<file path="src/rtl/risc_ex_pkg.sv">
package risc_ex_pkg;
  localparam int XLEN   = 32;
  localparam int REG_AW = 5;
  localparam int NREGS  = 1 << REG_AW;
  localparam int IMM_W  = 16;

  // Major opcodes and function codes
  localparam logic [5:0] OPC_RTYPE = 6'd0;
  localparam logic [5:0] OPC_ADDI  = 6'd8;
  localparam logic [5:0] OPC_SLTI  = 6'd10;
  localparam logic [5:0] OPC_ANDI  = 6'd12;
  localparam logic [5:0] OPC_ORI   = 6'd13;
  localparam logic [5:0] OPC_LUI   = 6'd15;
  localparam logic [5:0] FN_ADD    = 6'd32;
  localparam logic [5:0] FN_SUB    = 6'd34;
  localparam logic [5:0] FN_SLT    = 6'd42;

  typedef enum logic [2:0] {
    ALU_ADD, ALU_SUB, ALU_SLT, ALU_AND, ALU_OR, ALU_LUI
  } alu_op_e;

  typedef struct packed {
    alu_op_e             op;
    logic                use_imm;
    logic [XLEN-1:0]     imm;
    logic [REG_AW-1:0]   dst;
    logic                wr;
    logic                illegal;
  } ex_ctrl_t;
endpackage

</file>
<file path="src/rtl/ex_regfile.sv">
module ex_regfile
  import risc_ex_pkg::*;
(
  input  logic              clk_i,
  input  logic              rst_ni,
  input  logic [REG_AW-1:0] ra_addr_i,
  output logic [XLEN-1:0]   ra_data_o,
  input  logic [REG_AW-1:0] rb_addr_i,
  output logic [XLEN-1:0]   rb_data_o,
  input  logic [REG_AW-1:0] rd_addr_i,
  output logic [XLEN-1:0]   rd_data_o,
  input  logic              we_i,
  input  logic [REG_AW-1:0] wa_i,
  input  logic [XLEN-1:0]   wd_i
);
  // Entry 0 is not stored
  logic [XLEN-1:0] regs_q [1:NREGS-1];

  always_ff @(posedge clk_i or negedge rst_ni) begin
    if (!rst_ni) begin
      for (int i = 1; i < NREGS; i++) regs_q[i] <= '0;
    end else if (we_i && wa_i != '0) begin
      regs_q[wa_i] <= wd_i;
    end
  end

  always_comb ra_data_o = (ra_addr_i == '0) ? '0 : regs_q[ra_addr_i];
  always_comb rb_data_o = (rb_addr_i == '0) ? '0 : regs_q[rb_addr_i];
  always_comb rd_data_o = (rd_addr_i == '0) ? '0 : regs_q[rd_addr_i];
endmodule

</file>
<file path="src/rtl/ex_decode.sv">
module ex_decode
  import risc_ex_pkg::*;
(
  input  logic [XLEN-1:0] instr_i,
  input  logic            valid_i,
  output ex_ctrl_t        ctrl_o
);
  logic [5:0]        opc, fn;
  logic [REG_AW-1:0] rt, rd;
  logic [IMM_W-1:0]  imm16;
  logic [4:0]        unused_shamt;
  logic              bad;

  assign opc          = instr_i[31:26];
  assign rt           = instr_i[20:16];
  assign rd           = instr_i[15:11];
  assign unused_shamt = instr_i[10:6];
  assign fn           = instr_i[5:0];
  assign imm16        = instr_i[IMM_W-1:0];

  always_comb begin
    ctrl_o.op      = ALU_ADD;
    ctrl_o.use_imm = 1'b1;
    ctrl_o.imm     = {{(XLEN-IMM_W){imm16[IMM_W-1]}}, imm16};
    ctrl_o.dst     = rt;
    bad            = 1'b0;
    unique case (opc)
      OPC_RTYPE: begin
        ctrl_o.use_imm = 1'b0;
        ctrl_o.dst     = rd;
        unique case (fn)
          FN_ADD:  ctrl_o.op = ALU_ADD;
          FN_SUB:  ctrl_o.op = ALU_SUB;
          FN_SLT:  ctrl_o.op = ALU_SLT;
          default: bad = 1'b1;
        endcase
      end
      OPC_ADDI: ctrl_o.op = ALU_ADD;
      OPC_SLTI: ctrl_o.op = ALU_SLT;
      OPC_ANDI: begin
        ctrl_o.op  = ALU_AND;
        ctrl_o.imm = {{(XLEN-IMM_W){1'b0}}, imm16};
      end
      OPC_ORI: begin
        ctrl_o.op  = ALU_OR;
        ctrl_o.imm = {{(XLEN-IMM_W){1'b0}}, imm16};
      end
      OPC_LUI: begin
        ctrl_o.op  = ALU_LUI;
        ctrl_o.imm = {{(XLEN-IMM_W){1'b0}}, imm16};
      end
      default: bad = 1'b1;
    endcase
    ctrl_o.illegal = valid_i & bad;
    ctrl_o.wr      = valid_i & ~bad & (ctrl_o.dst != '0);
  end
endmodule

</file>
<file path="src/rtl/ex_alu.sv">
module ex_alu
  import risc_ex_pkg::*;
(
  input  alu_op_e         op_i,
  input  logic [XLEN-1:0] a_i,
  input  logic [XLEN-1:0] b_i,
  output logic [XLEN-1:0] y_o
);
  always_comb begin
    unique case (op_i)
      ALU_ADD: y_o = a_i + b_i;
      ALU_SUB: y_o = a_i - b_i;
      ALU_SLT: y_o = {{(XLEN-1){1'b0}}, ($signed(a_i) < $signed(b_i))};
      ALU_AND: y_o = a_i & b_i;
      ALU_OR:  y_o = a_i | b_i;
      ALU_LUI: y_o = {b_i[IMM_W-1:0], {(XLEN-IMM_W){1'b0}}};
      default: y_o = '0;
    endcase
  end
endmodule

</file>
<file path="src/rtl/risc_exec_unit.sv">
module risc_exec_unit
  import risc_ex_pkg::*;
(
  input  logic              clk_i,
  input  logic              rst_ni,
  input  logic [XLEN-1:0]   instr_i,
  input  logic              valid_i,
  input  logic [REG_AW-1:0] dbg_addr_i,
  output logic [XLEN-1:0]   dbg_data_o,
  output logic              illegal_o
);
  ex_ctrl_t          ctrl;
  logic [XLEN-1:0]   rs_data, rt_data, opb, result;
  logic              wr_en;
  logic [REG_AW-1:0] wr_addr;

  ex_decode u_dec (
    .instr_i (instr_i),
    .valid_i (valid_i),
    .ctrl_o  (ctrl)
  );

  assign opb     = ctrl.use_imm ? ctrl.imm : rt_data;
  assign wr_en   = ctrl.wr;
  assign wr_addr = ctrl.dst;

  ex_alu u_alu (
    .op_i (ctrl.op),
    .a_i  (rs_data),
    .b_i  (opb),
    .y_o  (result)
  );

  ex_regfile u_rf (
    .clk_i     (clk_i),
    .rst_ni    (rst_ni),
    .ra_addr_i (instr_i[25:21]),
    .ra_data_o (rs_data),
    .rb_addr_i (instr_i[20:16]),
    .rb_data_o (rt_data),
    .rd_addr_i (dbg_addr_i),
    .rd_data_o (dbg_data_o),
    .we_i      (wr_en),
    .wa_i      (wr_addr),
    .wd_i      (result)
  );

  assign illegal_o = ctrl.illegal;
endmodule

</file>
<file path="config.mk">
export PLATFORM = sky130hd
export DESIGN_NAME = risc_exec_unit
export DESIGN_NICKNAME = d
export VERILOG_FILES = /design/src/rtl/risc_ex_pkg.sv /design/src/rtl/ex_regfile.sv /design/src/rtl/ex_decode.sv /design/src/rtl/ex_alu.sv /design/src/rtl/risc_exec_unit.sv
export SDC_FILE = /design/constraint.sdc
export NUM_CORES = 2
export LEC_CHECK = 0
export BUFFER_PORTS_ARGS = -buffer_cell sky130_fd_sc_hd__buf_4
export CORE_MARGIN = 2
export CORE_UTILIZATION = 40
export CTS_CLUSTER_SIZE = 30
export DETAILED_ROUTE_END_ITERATION = 10
export PLACE_DENSITY = 0.52
export SYNTH_ARGS = -nofsm -noshare
export SYNTH_HDL_FRONTEND = slang
export SYNTH_SLANG_ARGS = --single-unit
</file>
<file path="constraint.sdc">
create_clock -name clk_i -period 12.3 [get_ports clk_i]
set_input_delay 2.46 -clock clk_i [delete_from_list [all_inputs] [get_ports clk_i]]
set_output_delay 2.46 -clock clk_i [all_outputs]
set_load 0.05 [all_outputs]
</file>
==> flow_metrics.py <==
metrics = {
    "outcome": {
        "status": "completed",
    },
    "grt": {
        "grt_max_degree": 165,
        "grt_overflow": 0,
        "grt_pass1_wl_um": 366000,
        "grt_use_total": 0.299,
        "antenna_found_initial": 12,
        "grt_pass1_vias": 49900,
    },
    "layout": {
        "mostFrequentLayoutCells": "dfrtp_1, mux4_2, nor2_1",
        "nets": 5551,
        "largest_reg_flops": 992,
        "drive_gt1_frac": 0.323,
        "finalNonFillerCells": 7696,
        "reg_top3": "u_rf.regs_q x992",
        "layout.cells.most_common": "dfrtp_1",
        "largest-register": "u_rf.regs_q",
        "syn_to_final_growth_pct": 10.1,
    },
    "sta": {
        "fmax_mhz": 106,
        "finalCritPeriodShare": 0.764,
        "rsz0062_at_grt": "no",
        "period_minus_slack_ns": 9.40,
        "worstMarginPinSlew_ns": 1.31,
        "hold_viol": 0,
        "fin_tns_setup_ns": 0,
        "setup_viol": 0,
        "maxSlewViolCount": 0,
        "max_slew_margin": 0.125,
        "clock_skew_ns": 0.0507,
    },
    "yosys": {
        "synth.distinct_cells": 89,
        "synthesis.area_sq_um": 66200,
        "yosys.area.top_type_share": 0.375,
        "syn_nets": 5806,
        "synth_edf_count": 0,
        "yosysSeqAreaShare": 0.375,
        "ys.warnings.count": 0,
        "synth_top_cell_by_area": "dfrtp_1",
        "synth_area_per_cell_sq_um": 11.7,
        "ys_seq_elements": 992,
        "synth_area_leaders": "dfrtp_1, mux4_2, mux2_2",
        "synth_ff_type": "dfrtp_1",
        "synth_cells": 5666,
        "async_reset_ff_frac": 1.00,
    },
    "drt": {
        "drc_errors": 0,
        "drt_wl_total_um": 253000,
        "met3_length_um": 22800,
        "via_per_inst": 6.59,
        "drt-initial-drc-count": 5759,
        "num_vias": 50700,
        "wl_met1_um": 104000,
        "routed.top_layer": "met5",
        "firstDrtPassIters": 6,
        "met2_wirelength_um": 115000,
        "wl_per_cell_um": 32.8,
        "antenna_left": 0,
    },
    "placed_design": {
        "gp_congestion": 0.965,
        "place_inst": 7485,
        "hpwl_um": 152000,
        "io_buffers": 72,
    },
    "setup_path": {
        "slowest_stage": "nand4_1",
        "cp_top_family": "multiplexers",
        "r2r_setup_slack_ns": 5.04,
        "required_ns": 12.91,
        "crit_chain": "buf_8, mux4_2, mux4_2, mux2i_1, o21ai_1, ha_1, fa_1, a21o_1, and3_1, o21ai_0, a211oi_1, a221o_1, a31oi_4, o41ai_4, a221oi_1, mux2i_1, nand4_1, mux2_2",
        "cp.arrival_ns": 10.01,
        "timing.rr.start": "u_rf.regs_q[160]",
        "worst-path-buf-inv": 1,
        "cp-end-kind": "register",
        "crit_path_start_kind": "input port",
        "path_max_fanout": 65,
        "crit_path_max_incr_delay_ns": 1.00,
        "crit_start": "instr_i[16]",
        "critPathKind": "input port to register",
    },
    "floorplanning": {
        "die_h_um": 411,
        "ios": 73,
        "start_util": 0.402,
        "dieArea_sq_um": 169000,
        "core_sq_um": 165000,
        "die_w_um": 411,
        "num_rows": 149,
    },
    "power": {
        "leakage_nw": 30.4,
        "p_per_area_nw_per_um2": 126,
        "peakVddDrop_mv": 0.110,
    },
    "clock_tree": {
        "cts_tree": "built",
        "ctsHoldBuffers": 0,
        "cts_sinks": 992,
        "cts_buffers": 113,
        "cts_resized": 0,
        "post_cts_buffers": 0,
        "clk_pin_slew_ns": 0.06,
        "insertion_delay_ns": 0.78,
        "htreeDepth": 3,
        "cts_root_buf": "clkbuf_16",
        "cts_buffer_depth": 3,
    },
    "run": {
        "cap_violations": 0,
    },
    "worst_hold_path": {
        "holdCritStartpoint": "u_rf.regs_q[546]",
        "hp-class": "register to register",
    },
}
[report_power, final]
group / internal [mW] / leakage, nW / total [mW] / switching (mW)
combinational: 0.756 / 14.8 / 1.80 / 1.05
clock: 2.14 / 1.95 / 3.66 / 1.52
sequential: 3.49 / 13.6 / 3.70 / 0.216
total: 6.39 / 30.4 / 9.17 / 2.79
[worst paths after layout]
| kind | end | depth (start not counted) |
|---|---|---|
| setup / recovery | u_rf.regs_q[92] | 18 |
| hold / removal | u_rf.regs_q[546] | 2 |
| setup reg to reg | u_rf.regs_q[92] | 17 |
| hold reg to reg | u_rf.regs_q[546] | 2 |
| max in group asynchronous | u_rf.regs_q[391] | 3 |
| min in group asynchronous | u_rf.regs_q[587] | 1 |
[through the flow]
step           setup slack (ns)  utilization  hold WS, ns  power (mW)  cell area, sq um
2_1_floorplan              4.05            -        0.475        4.93             66200
3_3_place_gp               2.32        0.419        0.492        5.51             69000
3_5_place_dp               2.24        0.419        0.507        5.54             69000
4_1_cts                    3.01        0.443        0.521        9.21             72900
5_1_grt                    2.47        0.443        0.540        9.51             72900
6_report                   2.90        0.443        0.518        9.17             72900
[final cells by class]
class,count,area (sq um)
fill,15100,91700
multi-input combinational,3959,39000
sequential,992,24800
clock buffer,151,3160
tap,2189,2740
timing repair buffer,226,1890
clock inverter,59,813
inverter,119,452
antenna,1,2.50
[metal layers]
| layer | track usage | vias to the layer above |
|---|---|---|
| li1 | - | 21100 |
| met1 | 0.412 | 26700 |
| met2 | 0.461 | 2416 |
| met3 | 0.0650 | 536 |
| met4 | 0.118 | 16 |
| met5 | 0 | - |
[cell families (layout without fill, tap and decap cells)]
family	count (synthesis)	after routing	synth area share
AO/OA/AOI/OAI	1228	1228	0.115
XOR/XNOR	2	2	0.000265
adder cells (fa/ha/maj)	100	100	0.0191
buffers and inverters	715	555	0.0441
flip-flops	992	992	0.375
multiplexers	1284	1284	0.362
other	0	1	0
AND/OR/NAND/NOR	1345	1345	0.0847
[Yosys cell counts, types with 13 or more instances]
| cell type | instances |
|---|---|
| a211oi_1 | 55 |
| a21o_1 | 24 |
| a21oi_1 | 398 |
| a221o_1 | 16 |
| a221oi_1 | 17 |
| a22o_1 | 94 |
| a31oi_1 | 72 |
| buf_1 | 76 |
| buf_2 | 89 |
| buf_4 | 13 |
| clkbuf_1 | 404 |
| dfrtp_1 | 992 |
| ha_1 | 98 |
| inv_1 | 116 |
| mux2_2 | 374 |
| mux2i_1 | 56 |
| mux4_2 | 854 |
| nand2_1 | 474 |
| nand3_1 | 29 |
| nor2_1 | 644 |
| nor2b_1 | 13 |
| nor3_1 | 32 |
| nor4_1 | 65 |
| o211ai_1 | 39 |
| o21ai_0 | 335 |
| o21ai_1 | 42 |
| o21bai_1 | 20 |
| o221ai_1 | 13 |
| or2_2 | 13 |
[worst min-delay path: stages, from the launching register on]
cell and delay (ns):
dfrtp_1 0.37, nand2_1 0.05, o21ai_0 0.06
No activity file was read; power rests on OpenSTA's default activity.
